--- src/rtl/emu_pkg.sv ---
// Package: emu_pkg
// Shared widths and code values for the emulation mode controller.
// Assumes a single clock domain. All values are fixed by the core's encoding.
package emu_pkg;
    localparam int PST_W   = 4;
    localparam int IPL_W   = 3;
    localparam int TT_W    = 2;
    localparam int TM_W    = 3;
    localparam int N_TRIG  = 3;

    localparam logic [PST_W-1:0] PST_ENTER   = 4'hD;
    localparam logic [PST_W-1:0] PST_LEAVE   = 4'h7;
    localparam logic [TT_W-1:0]  TT_EMU      = 2'h2;
    localparam logic [TM_W-1:0]  TM_EMU_DATA = 3'h5;
    localparam logic [TM_W-1:0]  TM_EMU_INSN = 3'h6;
endpackage

--- src/rtl/emu_entry_detect.sv ---
// Module: emu_entry_detect
// ORs a set of qualified exception-boundary strobes into one entry event.
// Assumes each strobe lasts exactly one cycle and each qualifier is stable in that cycle.
module emu_entry_detect #(
    parameter int N = 3
) (
    input  logic [N-1:0] strobe,
    input  logic [N-1:0] qual,
    output logic         entry
);
    logic [N-1:0] hit;

    // One qualified hit per trigger source.
    for (genvar g = 0; g < N; g++) begin : g_trig
        assign hit[g] = strobe[g] & qual[g];
    end

    // Any hit is an entry event.
    always_comb entry = |hit;
endmodule

--- src/rtl/emu_state.sv ---
// Module: emu_state
// Holds the emulation flag and derives the exit event. Entry has priority over exit.
// Assumes a synchronous active-low reset and one-cycle strobes.
module emu_state (
    input  logic clk,
    input  logic rst_n,
    input  logic entry,
    input  logic rte_retire,
    output logic emu_q,
    output logic exit_evt
);
    // An exit is a retire inside the mode that is not overridden by an entry.
    always_comb exit_evt = rte_retire & emu_q & ~entry;

    // Flag register: set on entry, cleared on exit or reset.
    always_ff @(posedge clk) begin
        if (!rst_n)        emu_q <= 1'b0;
        else if (entry)    emu_q <= 1'b1;
        else if (exit_evt) emu_q <= 1'b0;
    end

    assert_reset_clears_R1: assert property (@(posedge clk) !rst_n |=> !emu_q);
    assert_entry_sets_R8:   assert property (@(posedge clk) disable iff (!rst_n)
                                entry |=> emu_q);
    assert_retire_leaves_R5: assert property (@(posedge clk) disable iff (!rst_n)
                                (emu_q && rte_retire && !entry) |=> !emu_q);
    assert_idle_retire_R5:  assert property (@(posedge clk) disable iff (!rst_n)
                                (!emu_q && !entry) |=> !emu_q);
endmodule

--- src/rtl/emu_side_effects.sv ---
// Module: emu_side_effects
// Drives the interrupt mask and the remapped transfer attributes for emulation mode.
// Assumes emu_q is the registered flag and entry is the same-cycle entry event.
module emu_side_effects
    import emu_pkg::*;
(
    input  logic             clk,
    input  logic             rst_n,
    input  logic             emu_q,
    input  logic             entry,
    input  logic             remap_en,
    input  logic             acc_is_instr,
    input  logic [IPL_W-1:0] irq_level_in,
    output logic [IPL_W-1:0] irq_level_out,
    output logic             local_mem_off,
    output logic             acc_ovr,
    output logic [TT_W-1:0]  acc_tt,
    output logic [TM_W-1:0]  acc_tm
);
    logic remap_live;

    // Remap covers the entry cycle, so the exception's own accesses are tagged.
    always_comb remap_live = remap_en & (emu_q | entry);

    // Mask all interrupt levels while in the mode.
    always_comb irq_level_out = emu_q ? '0 : irq_level_in;

    // Transfer attribute override and local memory disable.
    always_comb begin
        local_mem_off = remap_live;
        acc_ovr       = remap_live;
        acc_tt        = remap_live ? TT_EMU : '0;
        acc_tm        = '0;
        if (remap_live) acc_tm = acc_is_instr ? TM_EMU_INSN : TM_EMU_DATA;
    end

    assert_irq_masked_R9: assert property (@(posedge clk) disable iff (!rst_n)
                              emu_q |-> (irq_level_out == '0));
    assert_ovr_type_R10:  assert property (@(posedge clk) disable iff (!rst_n)
                              acc_ovr |-> (acc_tt == TT_EMU && local_mem_off));
    assert_ovr_mod_R10:   assert property (@(posedge clk) disable iff (!rst_n)
                              acc_ovr |-> (acc_tm == (acc_is_instr ? TM_EMU_INSN : TM_EMU_DATA)));
endmodule

--- src/rtl/emu_mode_ctrl.sv ---
// Module: emu_mode_ctrl
// Top of the debug emulation mode controller: entry detection, mode flag,
// status code selection and the mode's side effects.
// Assumes strobes from the core are one cycle wide and synchronous to clk.
module emu_mode_ctrl
    import emu_pkg::*;
(
    input  logic             clk,
    input  logic             rst_n,
    input  logic             rst_pin_negated,
    input  logic             reset_exc_start,
    input  logic             force_emu,
    input  logic             trace_en,
    input  logic             remap_en,
    input  logic             dbg_irq_req,
    input  logic             dbg_enable,
    input  logic             irq_exc_begin,
    input  logic             trace_exc_begin,
    input  logic             rte_retire,
    input  logic [IPL_W-1:0] irq_level_in,
    input  logic [PST_W-1:0] core_status,
    input  logic             acc_is_instr,
    output logic             emu_active,
    output logic [PST_W-1:0] pst_code,
    output logic [IPL_W-1:0] irq_level_out,
    output logic             local_mem_off,
    output logic             acc_ovr,
    output logic [TT_W-1:0]  acc_tt,
    output logic [TM_W-1:0]  acc_tm
);
    logic [N_TRIG-1:0] trig_strobe;
    logic [N_TRIG-1:0] trig_qual;
    logic              entry;
    logic              exit_evt;
    logic              emu_q;

    // Gather the three boundary strobes and their qualifiers.
    always_comb begin
        trig_strobe = {trace_exc_begin, irq_exc_begin, reset_exc_start};
        trig_qual   = {trace_en, dbg_irq_req & dbg_enable, rst_pin_negated & force_emu};
    end

    emu_entry_detect #(.N(N_TRIG)) u_entry (
        .strobe (trig_strobe),
        .qual   (trig_qual),
        .entry  (entry)
    );

    emu_state u_state (
        .clk        (clk),
        .rst_n      (rst_n),
        .entry      (entry),
        .rte_retire (rte_retire),
        .emu_q      (emu_q),
        .exit_evt   (exit_evt)
    );

    emu_side_effects u_fx (
        .clk           (clk),
        .rst_n         (rst_n),
        .emu_q         (emu_q),
        .entry         (entry),
        .remap_en      (remap_en),
        .acc_is_instr  (acc_is_instr),
        .irq_level_in  (irq_level_in),
        .irq_level_out (irq_level_out),
        .local_mem_off (local_mem_off),
        .acc_ovr       (acc_ovr),
        .acc_tt        (acc_tt),
        .acc_tm        (acc_tm)
    );

    // Status code: entry marker, exit marker, or the core's own code.
    always_comb begin
        if (entry)         pst_code = PST_ENTER;
        else if (exit_evt) pst_code = PST_LEAVE;
        else               pst_code = core_status;
    end

    always_comb emu_active = emu_q;

    assert_entry_code_R6: assert property (@(posedge clk) disable iff (!rst_n)
                              (reset_exc_start && rst_pin_negated && force_emu) |-> (pst_code == PST_ENTER));
    assert_exit_code_R7:  assert property (@(posedge clk) disable iff (!rst_n)
                              (emu_active && rte_retire && pst_code != PST_ENTER) |=> !emu_active);
    assert_trace_entry_R4: assert property (@(posedge clk) disable iff (!rst_n)
                              (trace_exc_begin && trace_en) |=> emu_active);
    assert_dbg_entry_R3:  assert property (@(posedge clk) disable iff (!rst_n)
                              (irq_exc_begin && dbg_irq_req && dbg_enable) |=> emu_active);
    assert_entry_remap_R11: assert property (@(posedge clk) disable iff (!rst_n)
                              (remap_en && pst_code == PST_ENTER && entry) |-> acc_ovr);
endmodule

--- config.mk ---
export PLATFORM = sky130hd
export DESIGN_NAME = emu_mode_ctrl
export DESIGN_NICKNAME = d
export VERILOG_FILES = /design/src/rtl/emu_pkg.sv /design/src/rtl/emu_entry_detect.sv /design/src/rtl/emu_state.sv /design/src/rtl/emu_side_effects.sv /design/src/rtl/emu_mode_ctrl.sv
export SDC_FILE = /design/constraint.sdc
export NUM_CORES = 1
export LEC_CHECK = 0
export BUFFER_PORTS_ARGS = -buffer_cell sky130_fd_sc_hd__buf_2
export CORE_AREA = 2 2 39 41
export DETAILED_ROUTE_END_ITERATION = 8
export DIE_AREA = 0 0 41 43
export PLACE_DENSITY_LB_ADDON = 0.2
export SLEW_MARGIN = 20
export SYNTH_ARGS = -nofsm -noshare
export SYNTH_HDL_FRONTEND = slang
export SYNTH_SLANG_ARGS = --single-unit
export TNS_END_PERCENT = 50
--- constraint.sdc ---
create_clock -name clk -period 2.95 [get_ports clk]
set_input_delay 0.1475 -clock clk [delete_from_list [all_inputs] [get_ports clk]]
set_output_delay 0.1475 -clock clk [all_outputs]
set_load 0.02 [all_outputs]
==> results of run 1 <==
-- layer usage --
metal  track usage, %  vias up
li1                 -      157
met2             10.6       35
met4                0        0
met5                0        -
met1             11.4      107
met3             2.09        0
-- worst max-delay path by stage --
stage	startpoint	end	slack [ps]	cells past startpoint
after global routing	u_state.emu_q	acc_tm[2]	1550	3
after CTS	u_state.emu_q	acc_ovr	1700	3
final	u_state.emu_q	acc_ovr	1710	3
after global placement	u_state.emu_q	acc_tm[2]	1750	3
after floorplan	u_state.emu_q	acc_tm[2]	1230	3
after detailed placement	u_state.emu_q	acc_ovr	1700	3
-- report_power, final --
part | switching [mW] | internal, mW | total [mW]
sequential | 0.00223 | 0.0150 | 0.0172
combinational | 0.0398 | 0.0284 | 0.0682
clock | 0 | 0 | 0
-- kinds of logic (layout without fill, tap and decap cells) --
logic type,count (synthesis),count (layout),synth area share (%)
other,1,1,1.92
flip-flops,1,1,10.3
AO/OA/AOI/OAI,9,9,34.6
buffers and inverters,4,33,15.4
AND/OR/NAND/NOR,12,12,37.8
-- cell type report --
type,count,area [µm²],area share (%)
flip-flops and latches,1,20.0,5.71
multi-input cells,22,145,41.4
well taps,16,20.0,5.71
repair buffers,33,165,47.1
-- layout by cell type, fill, tap and decap left out --
cell      netlist  layout
buf_2           0      33
a21oi_1         3       3
nor2b_1         3       3
nand2_1         2       2
nand4b_1        2       2
a32oi_1         1       1
a31oi_1         1       1
a21boi_0        1       1
nand2b_1        1       1
nand3_1         1       1
a32o_2          1       1
and3_1          1       1
nor3_1          1       1
and2b_1         1       1
a211o_2         1       1
o31a_1          1       1
conb_1          1       1
dfxtp_1         1       1
==> key figures, run 1 <==
Yosys
  • Ys flop type: dfxtp_1
  • Top cell type's share of synthesized area: 15.4%
  • Cell taking the most area after synthesis: buf_4
  • Post-Synthesis Net Count: 47
  • Yosys cell types: 18
  • Most numerous cell in the Yosys netlist: buf_4
  • EDFF count, synth: 0
  • FFs w/ async S/R, synth: 0%
  • Ys Warns: 0
  • Top post-synthesis cells by count: 4 x buf_4, 3 x a21oi_1, 3 x nor2b_1, 2 x nand2_1, 2 x nand4b_1
  • Syn Inst Count: 27
  • Main area contributors after synthesis: buf_4 15%, dfxtp_1 10%, nor2b_1 9.6%, nand4b_1 9.0%, a21oi_1 7.7%
  • Syn avg cell area: 7.23 µm²
  • Post-synthesis sequential area ratio: between 10 and 15%
  • Post-synthesis register bit count: 1
  • Post-Synthesis Cell Area: about 200 µm²

Place
  • Dpl ws: roughly 1700 ps
  • Placed Cells: 72
  • Placed instance area: between 300 and 400 µm²
  • # port buffers: 33
  • RD Place Congestion: around 0.58
  • Detailed placement HPWL: a little over 600 µm

Drt
  • Drt wl/cell: 9.40 µm
  • DRT Wirelength: ~680 µm
  • Detailed-router iteration count before antenna repair: 4
  • Drt drc: 0
  • Detailed Route Iter0 Violations: 7
  • Top layer in use: met3
  • Final ANT Viol Nets: 0
  • Via-to-Cell Ratio: approximately 4.2
  • WL met3: around 190 µm
  • Via count: 299
  • Met2 WL post-DR: approximately 170 µm
  • Met1 WL: about 320 µm

Finish
  • Area growth syn-to-layout: 79.5%
  • Number of flip-flops under the largest register name: 1
  • Post-layout util: approximately 25%
  • Filler cells: between 150 and 200
  • Design Area, Final: about 350 µm²
  • Ant diodes: 0
  • Fraction of layout cells with a size suffix above 1: between 60% and 70%
  • Most flop-heavy register: u_state.emu_q
  • Regs by FF count: u_state.emu_q (1)
  • Nets: between 70 and 80
  • Non-filler instance count after layout: between 70 and 80

Timing
  • Final hold vios: 0
  • Max-slew violation total from the final report: 0
  • Worst Setup Slack, final: about 1700 ps
  • RSZ-0062 raised after global routing: false
  • Min Tclk post-route: 1240 ps
  • Skew final: 0 ps
  • Setup tns final: 0 ps
  • Fin crit share: a little over two fifths
  • Fin Hold WS: about 380 ps
  • Final setup fails: 0
  • Max Fclk: approximately 810 MHz

Worst hold path
  • Hold path depth: 2
  • HP Class: in -> reg
  • Hold Path End: u_state.emu_q
  • HP Start: rst_n

GRT
  • Vias in the first global route: around 260
  • Global-route wire length before repair: 979 µm
  • Gr usage total: under 10%
  • Largest net degree at the start of global routing: 9
  • Initial antenna violation count: 0
  • Overflow after GRT: 0

Floorplanning
  • Core Region: ~1400 µm²
  • Row cnt: 14
  • Initial Util: 14.1%
  • Io pins: 35
  • Die W: just over 40 µm
  • Die Y: 43 µm
  • Die ar.: about 1800 µm²

Clock network
  • CTS Hold Bufs: 0
  • Clk_lat worst skew: 0 ps
  • Clock slew at reported path FFs: 0 ps
  • Postcts setup bufs: 0
  • Resize count post-CTS: 0

Setup path
  • Buffers and inverters on the worst path: 1
  • R2R depth: 2
  • Max Fanout on Critical Path: 8
  • Crit path cell chain: a31oi_1 -> a21boi_0 -> buf_2
  • Slowest stage delay, CP: 430 ps
  • Crit. End Element: output port
  • Top delay family on crit path: flip-flops
  • Reg2reg end: u_state.emu_q
  • Worst setup SP type: flop
  • CP required: between 2000 and 3000 ps
  • Worst endpoint data arrival time: roughly 1100 ps
  • Slowest cell on the critical path: dfxtp_1
  • R2r startpoint: u_state.emu_q
  • Critical path type: reg -> out
  • R2r setup slk: around 2100 ps

Pwr
  • IR drop worst, VDD: about 0.096 mV
  • Tot Pwr: ~85 µW
  • Power density over the cells: 244 nW/µm²
  • Lkg Pwr: between 0.2 and 0.25 nW

Run status
  • Status: finished, final reports clean

Run
  • Number of max-cap violations: 0
(Power assumes the default switching activity.)
==> run 2: changes to the inputs <==
- clock period: 2.95 -> 1.2 ns (I/O delays scaled with it)
==> key figures, run 2 (synthesis results as in run 1) <==
Finish
  • Fraction of layout cells with a size suffix above 1: 66.7% (+4.2 points)
  • Regs by FF count: u_state.emu_q (1)
  • Post-layout util: 26.2% (+0.90 points)
  • Most flop-heavy register: u_state.emu_q
  • Filler cells: 155 (unchanged)
  • Area growth syn-to-layout: 85.9%
  • Commonest non-fill, non-tap cells in the layout: 33 x buf_2, 3 x a21oi_1, 3 x nor2b_1
  • Most common cell after layout, fill and taps aside: buf_2
  • Ant diodes: 0 (unchanged)
  • Number of flip-flops under the largest register name: 1 (unchanged)
  • Nets: 79 (+1.3%)
  • Design Area, Final: 363 µm² (+3.6%)

Pwr
  • IR drop worst, VDD: 0.215 mV (+120%)
  • Power density over the cells: 598 nW/µm² (+150%)
  • Lkg Pwr: 0.206 nW (+2.9%)
  • Tot Pwr: 217 µW (+150%)

Run status
  • Status: finished, final reports clean

Clock network
  • Clock slew at reported path FFs: 0 ps (unchanged)
  • Postcts setup bufs: 0 (unchanged)
  • Clk_lat worst skew: 0 ps (unchanged)
  • CTS Hold Bufs: 0 (unchanged)
  • Resize count post-CTS: 0 (unchanged)

Drt
  • Via-to-Cell Ratio: 4.53 (+9.2%)
  • Final ANT Viol Nets: 0 (unchanged)
  • Drt wl/cell: 9.56 µm (+1.7%)
  • DRT Wirelength: 698 µm (+3.1%)
  • Via count: 331 (+11%)
  • Drt drc: 0 (unchanged)
  • Detailed-router iteration count before antenna repair: 4 (unchanged)
  • Detailed Route Iter0 Violations: 3 (-4)

GRT
  • Largest net degree at the start of global routing: 9 (unchanged)
  • Overflow after GRT: 0 (unchanged)
  • Global-route wire length before repair: 1.06 mm (+7.8%)
  • Gr usage total: 8.01% (+0.61 points)
  • Vias in the first global route: 290 (+14%)
  • Initial antenna violation count: 0 (unchanged)

Worst hold path
  • HP Class: in -> reg

Run
  • Number of max-cap violations: 0 (unchanged)

Setup path
  • Critical path type: reg -> out
  • CP required: 1140 ps (-1660 ps)
  • Worst endpoint data arrival time: 970 ps (-120 ps)
  • Max Fanout on Critical Path: 8 (unchanged)
  • Worst setup SP type: flop
  • Crit. End Element: output port

Floorplanning
  • Core Region: 1380 µm² (unchanged)
  • Row cnt: 14 (unchanged)
  • Initial Util: 14.1% (unchanged)
  • Die W: 41 µm (unchanged)
  • Die ar.: 1760 µm² (unchanged)
  • Die Y: 43 µm (unchanged)
  • Io pins: 35 (unchanged)

Timing
  • Skew final: 0 ps (unchanged)
  • Max-slew violation total from the final report: 0 (unchanged)
  • Final setup fails: 0 (unchanged)
  • Max Fclk: slightly below 1000 MHz
  • Fin crit share: a little under nine tenths
  • Min Tclk post-route: 1030 ps
  • Setup tns final: 0 ps (unchanged)
  • Final hold vios: 0 (unchanged)
  • RSZ-0062 raised after global routing: false

Place
  • Placed instance area: 363 µm² (+3.6%)
  • # port buffers: 33 (unchanged)
  • RD Place Congestion: 0.577 (-0.89%)
  • Detailed placement HPWL: 635 µm (+4.0%)
## run 2: cell types whose count changed in the layout (fill, tap and decap cells not counted), sizes merged
cell	change
buf	+1
## run 2: final timing paths
| path | start | end | slack, ps | cells past startpoint |
|---|---|---|---|---|
| setup / recovery | u_state.emu_q | pst_code[3] | 170 | 3 |
| hold / removal | rst_n | u_state.emu_q | 280 | 2 |
| setup reg to reg | u_state.emu_q | u_state.emu_q | 390 | 2 |
| hold reg to reg | u_state.emu_q | u_state.emu_q | 670 | 2 |
## run 2: worst max-delay path, stage by stage, from the launching register on
cell	delay, ps
dfxtp_2	370
nand2_1	110
a211o_2	330
buf_2	160
## run 2: cell type report
cell class                      instances  area (µm²)  area share, %
Multi-Input combinational cell         22         149           41.0
Sequential cell                         1        21.3           5.86
Tap cell                               16        20.0           5.52
Timing Repair Buffer                   34         173           47.6
## run 2: routing by layer
layer  global-route usage, %  up-vias  part of all wire (%)
li1                        -      158                     -
met4                       0        0                     0
met1                    12.1      138                    47
met2                    13.1       35                    32
met5                       0        -                     0
met3                       0        0                    21
## run 2: report_power, final
part           leakage (nW)  total (mW)  switching, mW  internal, mW
Sequential          0.00860      0.0426        0.00517        0.0374
Clock                     0           0              0             0
Combinational         0.197       0.174          0.100        0.0742
Total                 0.206       0.217          0.105         0.112
## run 2: per-stage QoR
| stage | worst slack [ps] | hold slack [ps] | cells |
|---|---|---|---|
| 5_1_grt | 103 | 296 | 73 |
| 4_1_cts | 166 | 284 | 73 |
| 6_report | 168 | 277 | 73 |
| 2_1_floorplan | 93.9 | 180 | 27 |
| 3_5_place_dp | 169 | 284 | 73 |
| 3_3_place_gp | 198 | 308 | 73 |
